**src/rtl/wo_pkg.sv**
```systemverilog
package wo_pkg;
  localparam int MT_W = 3;
  typedef logic [MT_W-1:0] mtype_t;

  localparam mtype_t MT_UC = 3'd0;
  localparam mtype_t MT_WC = 3'd1;

  typedef enum logic [1:0] {
    LS_I = 2'd0,
    LS_S = 2'd1,
    LS_E = 2'd2,
    LS_M = 2'd3
  } line_st_e;

  typedef enum logic [1:0] {
    ORD_STRICT  = 2'd0,
    ORD_SPEC    = 2'd1,
    ORD_RELAXED = 2'd2
  } ord_lvl_e;

  // Uncacheable and write-combining traffic is exempt in speculative level
  function automatic logic mt_exempt(input mtype_t t);
    return (t == MT_UC) || (t == MT_WC);
  endfunction
endpackage

```
**src/rtl/wo_sync.sv**
```systemverilog
module wo_sync #(
  parameter int   STAGES  = 2,
  parameter logic RST_VAL = 1'b1
) (
  input  logic clk,
  input  logic rst,
  input  logic d,
  output logic q
);
  logic [STAGES-1:0] chain;

  always_ff @(posedge clk) begin
    if (rst) chain[0] <= RST_VAL;
    else     chain[0] <= d;
  end

  for (genvar i = 1; i < STAGES; i++) begin : g_stage
    always_ff @(posedge clk) begin
      if (rst) chain[i] <= RST_VAL;
      else     chain[i] <= chain[i-1];
    end
  end

  assign q = chain[STAGES-1];
endmodule

```
**src/rtl/wo_mode_reg.sv**
```systemverilog
module wo_mode_reg
  import wo_pkg::*;
(
  input  logic       clk,
  input  logic       rst,
  input  logic       we,
  input  logic [1:0] wdata,
  output logic [1:0] bits_q,
  output ord_lvl_e   level
);
  always_ff @(posedge clk) begin
    if (rst)     bits_q <= 2'b00;
    else if (we) bits_q <= wdata;
  end

  // Global disable outranks speculative disable
  always_comb begin
    if (bits_q[1])      level = ORD_RELAXED;
    else if (bits_q[0]) level = ORD_SPEC;
    else                level = ORD_STRICT;
  end
endmodule

```
**src/rtl/wo_gate.sv**
```systemverilog
module wo_gate
  import wo_pkg::*;
(
  input  ord_lvl_e   level,
  input  logic       ext_busy,
  input  logic       st_valid,
  input  mtype_t     st_mtype,
  input  logic [1:0] st_state,
  input  logic       mb_busy,
  input  mtype_t     mb_mtype,
  output logic       stall,
  output logic       drain
);
  logic owned;
  logic buf_term;
  logic ext_term;
  logic st_free;

  always_comb begin
    owned   = st_valid && ((st_state == LS_E) || (st_state == LS_M));
    st_free = mt_exempt(st_mtype);
    unique case (level)
      ORD_RELAXED: begin
        buf_term = 1'b0;
        ext_term = 1'b0;
      end
      ORD_SPEC: begin
        buf_term = !st_free && mb_busy && !mt_exempt(mb_mtype);
        ext_term = !st_free && ext_busy;
      end
      default: begin
        buf_term = mb_busy;
        ext_term = ext_busy;
      end
    endcase
    stall = owned && (buf_term || ext_term);
    drain = owned && buf_term;
  end
endmodule

```
**src/rtl/wr_order_ctrl.sv**
```systemverilog
module wr_order_ctrl
  import wo_pkg::*;
#(
  parameter int MB_DEPTH    = 8,
  parameter int SYNC_STAGES = 2,
  localparam int CNT_W      = $clog2(MB_DEPTH + 1)
) (
  input  logic             clk,
  input  logic             rst,
  input  logic             cfg_we,
  input  logic [1:0]       cfg_mode,
  input  logic             ext_empty_n,
  input  logic             st_valid,
  input  logic [MT_W-1:0]  st_mtype,
  input  logic [1:0]       st_state,
  input  logic [CNT_W-1:0] mb_count,
  input  logic [MT_W-1:0]  mb_mtype,
  output logic             st_stall,
  output logic             commit_ok,
  output logic             mb_drain_req
);
  logic [1:0] mode_bits;
  ord_lvl_e   level;
  logic       ext_busy;
  logic       mb_busy;

  wo_mode_reg u_mode (
    .clk    (clk),
    .rst    (rst),
    .we     (cfg_we),
    .wdata  (cfg_mode),
    .bits_q (mode_bits),
    .level  (level)
  );

  // Reset value 1: treat the outside as busy until proven empty
  wo_sync #(.STAGES(SYNC_STAGES), .RST_VAL(1'b1)) u_sync (
    .clk (clk),
    .rst (rst),
    .d   (ext_empty_n),
    .q   (ext_busy)
  );

  assign mb_busy = (mb_count != '0);

  wo_gate u_gate (
    .level    (level),
    .ext_busy (ext_busy),
    .st_valid (st_valid),
    .st_mtype (st_mtype),
    .st_state (st_state),
    .mb_busy  (mb_busy),
    .mb_mtype (mb_mtype),
    .stall    (st_stall),
    .drain    (mb_drain_req)
  );

  assign commit_ok = st_valid && !st_stall;
endmodule

```
**config.mk**
```make
export PLATFORM = sky130hd
export DESIGN_NAME = wr_order_ctrl
export DESIGN_NICKNAME = d
export VERILOG_FILES = /design/src/rtl/wo_pkg.sv /design/src/rtl/wo_sync.sv /design/src/rtl/wo_mode_reg.sv /design/src/rtl/wo_gate.sv /design/src/rtl/wr_order_ctrl.sv
export SDC_FILE = /design/constraint.sdc
export NUM_CORES = 1
export LEC_CHECK = 0
export ABC_AREA = 0
export BUFFER_PORTS_ARGS = -buffer_cell sky130_fd_sc_hd__buf_2
export CAP_MARGIN = 20
export CORE_AREA = 2 2 39 41
export DETAILED_ROUTE_END_ITERATION = 6
export DIE_AREA = 0 0 41 43
export PLACE_DENSITY_LB_ADDON = 0.05
export SYNTH_ARGS = -nofsm -noshare
export SYNTH_HDL_FRONTEND = slang
export SYNTH_SLANG_ARGS = --single-unit
```
**constraint.sdc**
```tcl
create_clock -name clk -period 3.76 [get_ports clk]
set_input_delay 0.752 -clock clk [delete_from_list [all_inputs] [get_ports clk]]
set_output_delay 0.752 -clock clk [all_outputs]
set_load 0.005 [all_outputs]
```
==> results of run 1 <==
synth_stat cells, drive strengths merged:
library cell and number:
a21oi 1, dfxtp 4, or4 1, nor2 2, a21boi 1, a2bb2oi 1, o32ai 1, nor2b 1
and3 1, mux2i 2, nand3 1, o22ai 1, or2 2
layer usage:
layer / track usage, % / share of wire [%] / up-vias
li1: - / - / 114
met1: 5.806 / 37 / 103
met2: 10.00 / 51 / 11
met3: 3.141 / 12 / 0
met4: 6.000 / 0 / 0
met5: 0 / 0 / -
cell type report:
class                      instances  share of cell area, %
multi-input combinational         15                  33.07
timing repair buffer              18                  28.35
sequential                         4                  25.20
clock buffer                       3                  7.087
tap                               16                  6.299
cells by family (layout without fill, tap and decap cells):
| family | count (synthesis) | count (layout) | share of synthesized area, % |
|---|---|---|---|
| buffers and inverters | 0 | 21 | 0 |
| flip-flops | 4 | 4 | 43.24 |
| multiplexers | 2 | 2 | 10.81 |
| AO/OA/AOI/OAI | 5 | 5 | 19.60 |
| AND/OR/NAND/NOR | 8 | 8 | 26.35 |
final timing paths:
check | to | slack, ps | cells past startpoint
worst max-delay path | st_stall | 1180 | 5
worst min-delay path | u_sync.q$_SDFF_PP1_ | 400 | 1
worst max register to register | u_sync.q$_SDFF_PP1_ | 3110 | 1
worst min register to register | u_sync.q$_SDFF_PP1_ | 400 | 1
placed cells by master (no fill, tap or decap):
cell and instances:
sky130_fd_sc_hd__a21boi_1 1, sky130_fd_sc_hd__a21oi_1 1, sky130_fd_sc_hd__a2bb2oi_1 1, sky130_fd_sc_hd__and3_1 1, sky130_fd_sc_hd__buf_2 18, sky130_fd_sc_hd__clkbuf_4 3
sky130_fd_sc_hd__dfxtp_1 4, sky130_fd_sc_hd__mux2i_1 2, sky130_fd_sc_hd__nand3_1 1, sky130_fd_sc_hd__nor2_1 2, sky130_fd_sc_hd__nor2b_1 1, sky130_fd_sc_hd__o22ai_1 1
sky130_fd_sc_hd__o32ai_1 1, sky130_fd_sc_hd__or2_2 2, sky130_fd_sc_hd__or4_4 1
through the flow:
step	hold slack [ps]	utilization, %
6_report	401.6	22.97
5_1_grt	413.8	22.97
4_1_cts	406.0	22.97
3_5_place_dp	398.8	21.34
3_3_place_gp	393.1	21.34
2_1_floorplan	389.5	-
flip-flops by register name, indices dropped and copies added, names as in the netlist:
signal / cells
u_mode.bits_q: 2
u_sync.chain: 1
u_sync.q: 1
worst max-delay path, cell delays in order:
cell                        delay [ps]
sky130_fd_sc_hd__buf_2              90
sky130_fd_sc_hd__or4_4             520
sky130_fd_sc_hd__a2bb2oi_1         160
sky130_fd_sc_hd__and3_1            180
sky130_fd_sc_hd__buf_2             120
power by group through the flow:
stage	Combinational [uW]	Clock (uW)	Sequential, uW
after CTS	18.8	55.1	46.3
after global placement	18.2	0	46.8
after global routing	20.6	56.9	46.4
after detailed placement	18.7	0	46.9
final	18.4	51.2	46.2
after floorplan	7.27	0	46.4
==> results.cfg, run 1 <==
[synthesis]
post_synth_instance_area_um2 = 185.2
syn-instance-count = 19
seq_area_frac_synth_pct = 43.24
synth_top_area_share_pct = 43.24
ys_types = 13
synthDominantAreaCellType = sky130_fd_sc_hd__dfxtp_1
post_synth_main_area_contributors = sky130_fd_sc_hd__dfxtp_1, sky130_fd_sc_hd__mux2i_1, sky130_fd_sc_hd__or2_2, sky130_fd_sc_hd__or4_4, sky130_fd_sc_hd__a2bb2oi_1
synth-seq-cells = 4
synthesis.area_per_instance_um2 = 9.746
synth-warning-count = 0
mappedNetlistNets = 38

[drt]
finalWirelength_um = 492
dr.pass1.iters = 2
routedWlPerCell_um = 8.786
dr_total_vias = 228
postRouteAntennaNets = 0
drt_drc_violations_left = 0
routed_via_density = 4.071
drt_iter0_markers = 1

[setup_path]
worst-setup-path-type = in2out
critPathArrivalTime_ps = 1820
cp-start-kind = primary input
rr_startpoint = u_sync.chain[0]$_SDFF_PP1_
cp-end-kind = output port
worst_setup_path_startpoint = mb_count[1]
worst-endpoint-required_ps = 3010
timing.critical_path.fanout_max = 2

[placement]
placed_cells_incl_taps = 53
port_buffer_count = 18
dpl_worst_slack_ps = 1176
placed_area_um2 = 295.3
final_estimated_routing_congestion_in_global_placement = 0.6078

[clock_network]
cts_hold_buffers = 0
cts.repair_timing.setup_buffer_count = 0
clock-sinks = 4
clkTransAtPathRegs_ps = 30
tritoncts = yes
post_cts.resized_instances = 0
tritoncts.num_buffers = 3
clock_tree.buffer_depth = 2
cts.root.buffer_cell = sky130_fd_sc_hd__clkbuf_4
clk-insertion-delay-late_ps = 230
ctsHtreeMaxLevel = 1

[timing]
final_hold_violation_count = 0
postLayoutSetupSlackWorst_ps = 1183
drv_slew = 0
fin_crit_sh_pct = 68.54
top_achievable_clock_speed_mhz = 388.1
slew_of_the_pin_with_the_lowest_slew_margin_ps = 216.2
fin_crit_ps = 2577
final-setup-viol-count = 0
finalClockSkew_ps = 0.01719
rsz_0062_raised_after_global_routing = false
slew_headroom_pct = 85.54
setup-tns-final_ps = 0

[pwr]
p_sw_share_pct = 20.50
power.share.combinational_pct = 15.9
totalPowerFinal_uw = 115.7
power_density_mw_per_mm2 = 364.1
seq_power_share_pct = 39.9
share_clk_of_total_power_pct = 44.2
internal_power_uw = 92.00
irDropWorstVdd_mv = 0.1538
power.switching_uw = 23.73
leakage_power_uw = 0.0001613

[grt]
grt_pass1_wl_um = 738
globalRoute.totalOverflow = 0
number_of_antenna_violations_at_the_first_check_in_global_routing = 0
pin_count_of_the_biggest_net_entering_global_routing = 5
grt_pass1_vias = 207
grt_use_total_pct = 6.533

[layout]
area_growth_syn_to_layout_pct = 71.62
fillerInstances = 158
multiInputGateArea_um2 = 105.1
finalNetCount = 61
final_area_um2 = 317.8
insertedDiodeCount = 0
finish.cell_count_without_fillers = 56
final_layout_size_suffix_gt1_share_pct = 60.00
layout.area.seq_um2 = 80.08

[floorplanning]
dieHeight_um = 43
design.core.area_mm2 = 0.001384
initial_utilization_pct = 13.38
io-pin-count = 22
die-width_um = 41
die_area_mm2 = 0.001763
row_count = 14

[hold_path]
hold_class = reg2reg
hp-start = u_sync.chain[0]$_SDFF_PP1_

[run]
maxCapViolations = 0

[status]
status = completed
No activity file was read; power rests on OpenSTA's default activity.
==> inputs of run 2 (changes only) <==
==> constraint.sdc (replaced) <==
create_clock -name clk -period 2.68 [get_ports clk]
set_input_delay 0.536 -clock clk [delete_from_list [all_inputs] [get_ports clk]]
set_output_delay 0.536 -clock clk [all_outputs]
set_load 0.005 [all_outputs]
==> results.cfg, run 2 (synthesis results as in run 1) <==
[grt]
number_of_antenna_violations_at_the_first_check_in_global_routing = 0
grt_pass1_wl_um = 724
grt_pass1_vias = 198
grt_use_total_pct = 6.432
pin_count_of_the_biggest_net_entering_global_routing = 5
globalRoute.totalOverflow = 0

[floorplanning]
initial_utilization_pct = 13.38
io-pin-count = 22
row_count = 14
die_area_mm2 = 0.001763
dieHeight_um = 43
design.core.area_mm2 = 0.001384
die-width_um = 41

[placement]
final_estimated_routing_congestion_in_global_placement = 0.6078
port_buffer_count = 18
placed_cells_incl_taps = 53

[timing]
finalClockSkew_ps = 0.01815
rsz_0062_raised_after_global_routing = false
final-setup-viol-count = 0
drv_slew = 0
fin_crit_ps = 2147
setup-tns-final_ps = 0
top_achievable_clock_speed_mhz = 465.9
slew_of_the_pin_with_the_lowest_slew_margin_ps = 216.2
slew_headroom_pct = 85.54
final_hold_violation_count = 0
fin_crit_sh_pct = 80.10

[layout]
number_of_flip_flops_in_the_largest_register = 2
area_growth_syn_to_layout_pct = 71.62
final_layout_size_suffix_gt1_share_pct = 60.00
insertedDiodeCount = 0
largest-register = u_mode.bits_q
finish.cell_count_without_fillers = 56
layout_common_cells = sky130_fd_sc_hd__buf_2, sky130_fd_sc_hd__dfxtp_1, sky130_fd_sc_hd__clkbuf_4
final_core_utilization_pct = 22.97
finalNetCount = 61
layout_commonest_cell = sky130_fd_sc_hd__buf_2

[clock_network]
clock_tree.buffer_depth = 2
tritoncts = yes
clk-insertion-delay-late_ps = 230
cts_hold_buffers = 0
ctsHtreeMaxLevel = 1
tritoncts.num_buffers = 3
clock-sinks = 4
cts.root.buffer_cell = sky130_fd_sc_hd__clkbuf_4
post_cts.resized_instances = 0
cts.repair_timing.setup_buffer_count = 0
clkTransAtPathRegs_ps = 30

[drt]
postRouteAntennaNets = 0
drt_drc_violations_left = 0
routed_via_density = 3.911
dr.pass1.iters = 2
drt_iter0_markers = 1
dr_total_vias = 219
routedWlPerCell_um = 8.857
finalWirelength_um = 496

[setup_path]
worst-setup-path-type = in2out
cp-start-kind = primary input
crit_path_cell_trace = buf_2, or4_4, a2bb2oi_1, and3_1, buf_2
cp-end-kind = output port
critPathArrivalTime_ps = 1610
reg2reg_slack_ps = 2030
cp_common_cell = sky130_fd_sc_hd__buf_2
reg2regPathDepth = 1
timing.critical_path.slowest_stage_cell = sky130_fd_sc_hd__or4_4
crit_path_max_incr_delay_ps = 520
timing.critical_path.fanout_max = 2
worst-endpoint-required_ps = 2140

[pwr]
irDropWorstVdd_mv = 0.2178
power_density_mw_per_mm2 = 511.2
leakage_power_uw = 0.0001613

[hold_path]
holdPathStages = 1
hold_class = reg2reg

[run]
maxCapViolations = 0

[status]
status = completed
-- run 2: cell counts in the layout (fill, tap and decap cells not counted) --
Identical to the previous run, type by type.
-- run 2: final timing paths --
check	start	end
max reg2reg	u_sync.chain[0]$_SDFF_PP1_	u_sync.q$_SDFF_PP1_
min	u_sync.chain[0]$_SDFF_PP1_	u_sync.q$_SDFF_PP1_
min reg2reg	u_sync.chain[0]$_SDFF_PP1_	u_sync.q$_SDFF_PP1_
max	mb_count[1]	st_stall
-- run 2: layer usage --
metal / share of wire, % / GRT usage, % / vias to the layer above / wire [um]
met3: 9.9 / 3.141 / 0 / 49
met4: 0 / 6.000 / 0 / 0
li1: - / - / 114 / -
met2: 50 / 9.375 / 11 / 248
met1: 40 / 6.129 / 94 / 197
met5: 0 / 0 / - / 0
-- run 2: worst max-delay path, delay by kind of cell --
kind | cells | cell delay (ps)
AOI/OAI and AO/OA | 1 | 160
and+or+nand+nor | 2 | 700
buffers and inverters | 2 | 210
-- run 2: where the power goes --
part / switching, uW / internal [uW] / total (uW)
logic: 9.78 / 16.1 / 25.8
clock network: 22.0 / 49.9 / 71.9
registers: 1.62 / 63.1 / 64.7
-- run 2: layout make-up --
| type | count | area (um2) |
|---|---|---|
| Sequential cell | 4 | 80.08 |
| Tap cell | 16 | 20.02 |
| Clock buffer | 3 | 22.52 |
| Timing Repair Buffer | 18 | 90.09 |
| Fill cell | 163 | 1066 |
| Multi-Input combinational cell | 15 | 105.1 |
-- run 2: metrics by stage --
step	setup slack, ps	total power (uW)	hold WS (ps)	instance area [um2]
finish	533.4	162.4	401.6	317.8
detailed placement	524.9	91.99	398.8	295.3
global route	473.5	174.3	413.8	317.8
CTS	524.5	168.5	406.0	317.8
global placement	534.4	91.18	393.1	295.3
floorplan	760.9	75.30	389.5	185.2
